[src/rtl/pwr_guard_pkg.sv]
package pwr_guard_pkg;
  typedef enum logic [1:0] {
    ST_NORMAL  = 2'd0,
    ST_PROTECT = 2'd1,
    ST_BATTERY = 2'd2,
    ST_RECOVER = 2'd3
  } guard_state_e;

  localparam int unsigned IDX_PFD = 0;
  localparam int unsigned IDX_BAT = 1;
  localparam int unsigned N_SUPPLY = 2;
endpackage

[src/rtl/pwr_sync_filt.sv]
module pwr_sync_filt #(
  parameter int unsigned SYNC_STAGES = 2,
  parameter int unsigned DEB_CYCLES  = 4,
  parameter logic        RST_VAL     = 1'b1
) (
  input  logic clk_i,
  input  logic rst_ni,
  input  logic raw_i,
  output logic flt_o
);
  localparam int unsigned CW = $clog2(DEB_CYCLES + 1);

  logic [SYNC_STAGES-1:0] sync_q;
  logic [CW-1:0]          cnt_q;
  logic                   flt_q;
  logic                   smp;

  always_ff @(posedge clk_i or negedge rst_ni) begin
    if (!rst_ni) sync_q <= {SYNC_STAGES{RST_VAL}};
    else         sync_q <= {sync_q[SYNC_STAGES-2:0], raw_i};
  end

  assign smp = sync_q[SYNC_STAGES-1];

  // flip only after DEB_CYCLES consecutive differing samples
  always_ff @(posedge clk_i or negedge rst_ni) begin
    if (!rst_ni) begin
      cnt_q <= '0;
      flt_q <= RST_VAL;
    end else if (smp == flt_q) begin
      cnt_q <= '0;
    end else if (cnt_q == CW'(DEB_CYCLES - 1)) begin
      cnt_q <= '0;
      flt_q <= smp;
    end else begin
      cnt_q <= cnt_q + 1'b1;
    end
  end

  assign flt_o = flt_q;
endmodule

[src/rtl/pwr_hold_timer.sv]
module pwr_hold_timer #(
  parameter int unsigned HOLD_CYCLES = 6554
) (
  input  logic clk_i,
  input  logic rst_ni,
  input  logic run_i,
  output logic done_o
);
  localparam int unsigned CW = $clog2(HOLD_CYCLES + 1);

  logic [CW-1:0] cnt_q;

  assign done_o = run_i && (cnt_q == CW'(HOLD_CYCLES - 1));

  always_ff @(posedge clk_i or negedge rst_ni) begin
    if (!rst_ni)      cnt_q <= '0;
    else if (!run_i)  cnt_q <= '0;
    else if (!done_o) cnt_q <= cnt_q + 1'b1;
  end
endmodule

[src/rtl/pwr_guard_fsm.sv]
module pwr_guard_fsm
  import pwr_guard_pkg::*;
(
  input  logic         clk_i,
  input  logic         rst_ni,
  input  logic         pfd_i,
  input  logic         bat_i,
  input  logic         hold_done_i,
  output guard_state_e state_o
);
  guard_state_e state_q, state_d;

  always_comb begin
    state_d = state_q;
    unique case (state_q)
      ST_NORMAL: begin
        if (bat_i)      state_d = ST_BATTERY;
        else if (pfd_i) state_d = ST_PROTECT;
      end
      ST_PROTECT: begin
        if (bat_i)       state_d = ST_BATTERY;
        else if (!pfd_i) state_d = ST_RECOVER;
      end
      ST_BATTERY: begin
        if (!bat_i) state_d = pfd_i ? ST_PROTECT : ST_RECOVER;
      end
      ST_RECOVER: begin
        if (bat_i)            state_d = ST_BATTERY;
        else if (pfd_i)       state_d = ST_PROTECT;
        else if (hold_done_i) state_d = ST_NORMAL;
      end
      default: state_d = ST_PROTECT;
    endcase
  end

  always_ff @(posedge clk_i or negedge rst_ni) begin
    if (!rst_ni) state_q <= ST_PROTECT;
    else         state_q <= state_d;
  end

  assign state_o = state_q;
endmodule

[src/rtl/pwr_guard_seq.sv]
module pwr_guard_seq
  import pwr_guard_pkg::*;
#(
  parameter int unsigned SYNC_STAGES = 2,
  parameter int unsigned DEB_CYCLES  = 4,
  parameter int unsigned HOLD_CYCLES = 6554
) (
  input  logic clk_i,
  input  logic rst_ni,
  input  logic below_pfd_i,
  input  logic below_bat_i,
  output logic wr_inhibit_o,
  output logic rst_no,
  output logic ram_ce_force_o,
  output logic bat_sel_o,
  output logic gen_oe_o
);
  logic [N_SUPPLY-1:0] raw, flt;
  guard_state_e        state;
  logic                hold_done;

  assign raw[IDX_PFD] = below_pfd_i;
  assign raw[IDX_BAT] = below_bat_i;

  for (genvar g = 0; g < N_SUPPLY; g++) begin : g_filt
    pwr_sync_filt #(
      .SYNC_STAGES(SYNC_STAGES),
      .DEB_CYCLES (DEB_CYCLES),
      .RST_VAL    (1'b1)
    ) u_filt (
      .clk_i (clk_i),
      .rst_ni(rst_ni),
      .raw_i (raw[g]),
      .flt_o (flt[g])
    );
  end

  pwr_hold_timer #(.HOLD_CYCLES(HOLD_CYCLES)) u_timer (
    .clk_i (clk_i),
    .rst_ni(rst_ni),
    .run_i (state == ST_RECOVER),
    .done_o(hold_done)
  );

  pwr_guard_fsm u_fsm (
    .clk_i      (clk_i),
    .rst_ni     (rst_ni),
    .pfd_i      (flt[IDX_PFD]),
    .bat_i      (flt[IDX_BAT]),
    .hold_done_i(hold_done),
    .state_o    (state)
  );

  assign wr_inhibit_o   = (state != ST_NORMAL);
  assign rst_no         = (state == ST_NORMAL);
  assign ram_ce_force_o = (state != ST_NORMAL);
  assign bat_sel_o      = (state == ST_BATTERY);
  assign gen_oe_o       = (state != ST_BATTERY);
endmodule

[config.mk]
export PLATFORM = sky130hd
export DESIGN_NAME = pwr_guard_seq
export DESIGN_NICKNAME = d
export VERILOG_FILES = /design/src/rtl/pwr_guard_pkg.sv /design/src/rtl/pwr_sync_filt.sv /design/src/rtl/pwr_hold_timer.sv /design/src/rtl/pwr_guard_fsm.sv /design/src/rtl/pwr_guard_seq.sv
export SDC_FILE = /design/constraint.sdc
export NUM_CORES = 1
export LEC_CHECK = 0
export BUFFER_PORTS_ARGS = -buffer_cell sky130_fd_sc_hd__clkbuf_2
export CORE_ASPECT_RATIO = 0.8
export CORE_MARGIN = 2
export CORE_UTILIZATION = 55
export DETAILED_ROUTE_END_ITERATION = 8
export HOLD_SLACK_MARGIN = 0.1
export PLACE_DENSITY = 0.84
export SLEW_MARGIN = 20
export SYNTH_ARGS = -nofsm -noshare
export SYNTH_HDL_FRONTEND = slang
export SYNTH_SLANG_ARGS = --single-unit
export TNS_END_PERCENT = 30
[constraint.sdc]
create_clock -name clk_i -period 1.75 [get_ports clk_i]
set_input_delay 0.175 -clock clk_i [delete_from_list [all_inputs] [get_ports clk_i]]
set_output_delay 0.175 -clock clk_i [all_outputs]
set_load 0.01 [all_outputs]
==> impl_summary.log <==
INFO  metric tritoncts.num_buffers = 3
INFO  metric syn_nets = 120
INFO  metric avgViaCountPerCell = 5.71
INFO  metric worst_pin_slew = 0.661 ns
INFO  metric timing.critical_path.from = u_timer.cnt_q[5]
INFO  metric hpwlAfterDp = 1.58 mm
INFO  metric layout_min_cycle_time = 1.59 ns
INFO  metric design.portCount = 9
INFO  metric ys_top_cells_by_area = dfrtp_1, dfstp_2, ha_1, mux2i_1, nand2_1
INFO  metric design.die.area = 2690 sq um
INFO  metric number_of_global_route_vias_before_repair = 758
INFO  metric part_of_the_yosys_area_used_for_sequential_elements = 54.4%
INFO  metric irDropWorstVdd = 0.889 mV
INFO  metric total_number_of_clock_tree_sinks = 27
INFO  metric path_max_fanout = 6
INFO  metric drt-pass1-iter-count = 4
INFO  metric synth_ff_type = dfrtp_1
INFO  metric instances_no_fill = 149
INFO  metric timing.max_slew.rel_slack = 55.9%
INFO  metric netlist.area_leader.share = 39.8%
INFO  metric final_nets = 133
INFO  metric drt-total-wl = 2.15 mm
INFO  metric final_number_of_hold_violating_endpoints = 0
INFO  metric synth.most_common_cell = dfrtp_1
INFO  metric synth_common_cells = dfrtp_1, nand2_1, dfstp_2
INFO  metric leakage_power_summed_over_all_cells = 0.000571 uW
INFO  metric final_core_utilization = 63.5%
INFO  metric synthesis.instances = 112
INFO  metric diodes_inserted = 0
INFO  metric tns = 0 ns
INFO  metric grt_overflow_total = 0
INFO  metric cts_tree = built
INFO  metric drt_iter0_markers = 41
INFO  metric ff2ff_path_depth = 3
INFO  metric clock-root-buffer = clkbuf_4
INFO  metric timing.final.setup_violations = 0
INFO  metric resize_count_post_cts = 0
INFO  metric synth_area_leader_cell = dfrtp_1
INFO  metric finalClockSkew = 0.00295 ns
INFO  metric dpl-instance-area = 1320 sq um
INFO  metric grt_setup_unrepaired = no
INFO  metric numPortBuffers = 8
INFO  metric regToRegEndpoint = u_timer.cnt_q[1]
INFO  metric drc_errors = 0
INFO  metric min_period_over_period = 91.1%
INFO  metric syn_area_per_cell = 11.2 sq um
INFO  metric syn2layout_area_growth = 8.95%
INFO  metric die_w = 57.5 microns
INFO  metric floorplan.die.height = 46.8 microns
INFO  metric clock_latency = 0.32 ns
INFO  metric power.density_cell_area = 1180 nW/um^2
INFO  metric slew_viol_final = 0
INFO  metric worst_setup_path_end = u_timer.cnt_q[1]
INFO  metric synth.ff_latch_count = 27
INFO  metric worst_hold_path_type = reg2reg
INFO  metric max_cap_violations = 0
INFO  metric route.vias.total = 851
INFO  metric fmaxAchievable = 0.627 GHz
INFO  metric postSynth.asyncResetShare = 100%
INFO  metric status = complete, no violations
INFO  metric htree_levels = 1
INFO  metric routedWlPerCell = 14.4 microns
INFO  metric worst_hold_startpoint = g_filt[1].u_filt.sync_q[0]
INFO  metric worst-endpoint-required = 2.00 ns
INFO  metric synth.cell_area = 1260 sq um
INFO  metric layout.cell_area.non_filler = 1370 sq um
INFO  metric crit_path_launch_type = flip-flop
INFO  metric gpl.final_weighted_congestion = 0.883
INFO  metric crit_type = reg2reg
INFO  metric worst-endpoint-arrival = 1.84 ns
INFO  metric placed_cell_count = 142
INFO  metric grt_antenna_before_repair = 0
INFO  metric maximum_number_of_pins_on_one_net_before_global_route_repair = 28
INFO  metric clock_path_buffers = 2
INFO  metric global_route_wire_length_before_repair = 3.59 mm
INFO  metric effective_utilization_at_floorplan = 58.3%
INFO  metric r2r_start = u_timer.cnt_q[5]
INFO  metric core-area = 2160 sq um
INFO  metric reg2reg_setup_slack = 0.16 ns
INFO  metric detail-route-antenna-nets = 0
INFO  metric timing.critical_path.to_type = flip-flop
INFO  metric track_usage = 18.4%
INFO  metric ys_warn_count = 0
INFO  metric row_count = 15
INFO  metric synth.distinct_cells = 35
INFO  metric post-layout-total-power = 1620 uW
INFO  metric number_of_enable_flip_flop_cells_after_synthesis = 0
INFO  metric clock_transition_at_the_registers_of_the_reported_paths = 0.13 ns
INFO  metric drive_above_1_share = 20.2%
-- report_power, final --
part	internal, uW	switching [uW]
sequential	764	108
combinational	218	270
clock	89.3	169
total	1070	547
-- through the flow --
stage	worst slack, ns	hold slack, ns
floorplan	0.301	-0.121
global placement	0.228	0.221
detailed placement	0.176	0.230
CTS	0.154	0.372
global route	0.0610	0.375
finish	0.156	0.371
-- repair_timing --
item	4_1_cts	5_1_grt
endpoints found under the hold margin	22	0
setup buffers	0	0
hold buffers	3	0
-- how the worst min path moves through the flow --
stage                     cells past startpoint  slack, ns                    endpoint
after floorplan                               0      -0.12   g_filt[0].u_filt.cnt_q[0]
after global placement                        1       0.22            u_timer.cnt_q[8]
after detailed placement                      1       0.23            u_timer.cnt_q[7]
after CTS                                     0       0.37  g_filt[1].u_filt.sync_q[1]
after global routing                          0       0.37  g_filt[1].u_filt.sync_q[1]
final                                         0       0.37  g_filt[1].u_filt.sync_q[1]
-- cells in the final DEF, fill, tap and decap left out, types with 3 or more instances in the layout --
master / count
dfrtp_1: 20
nand2_1: 9
clkbuf_2: 8
dfstp_2: 7
nor2_1: 6
a21oi_1: 6
nand2b_1: 5
inv_1: 5
nor3b_1: 4
mux2i_1: 4
ha_1: 4
nor3_1: 3
o21ai_0: 3
nand3_1: 3
o31ai_1: 3
or4_1: 3
clkbuf_4: 3
dlygate4sd3_1: 3
-- cell type report --
type / count / area [sq um]
fillers: 172 / 787
flip-flops and latches: 27 / 684
multi-input cells: 77 / 541
repair buffers: 11 / 70.1
well taps: 25 / 31.3
clock buffers: 4 / 26.3
inverters: 5 / 18.8
-- cells by family (layout without fill, tap and decap cells) --
| kind of cell | after synthesis | count (layout) | synth area share, % |
|---|---|---|---|
| DFF | 27 | 27 | 54.4 |
| AOI/OAI and AO/OA | 15 | 15 | 7.16 |
| buffers and inverters | 8 | 20 | 2.68 |
| muxes | 6 | 6 | 4.97 |
| and+or+nand+nor | 48 | 48 | 24.1 |
| xor gates and xnor gates | 4 | 4 | 2.78 |
| adders and majority gates | 4 | 4 | 3.98 |
-- per-layer routing --
metal,vias to the layer above,part of all wire (%),global-route usage [%]
met1,401,44,25.4
met4,0,0.65,5.12
met3,2,6.0,5.79
met5,-,0,0
met2,27,49,28.6
li1,421,-,-
-- registers in the layout, indices dropped and copies added (netlist names) --
register	count
g_filt.u_filt.cnt_q	6
g_filt.u_filt.sync_q	4
u_timer.cnt_q	13
u_fsm.state_o	2
g_filt.u_filt.flt_o	2
-- critical path, cell delays in order (launching register included) --
cell,delay [ns]
dfrtp_1,0.45
or4_4,0.55
nor3_4,0.28
mux2i_1,0.24
No activity file was read; power rests on OpenSTA's default activity.
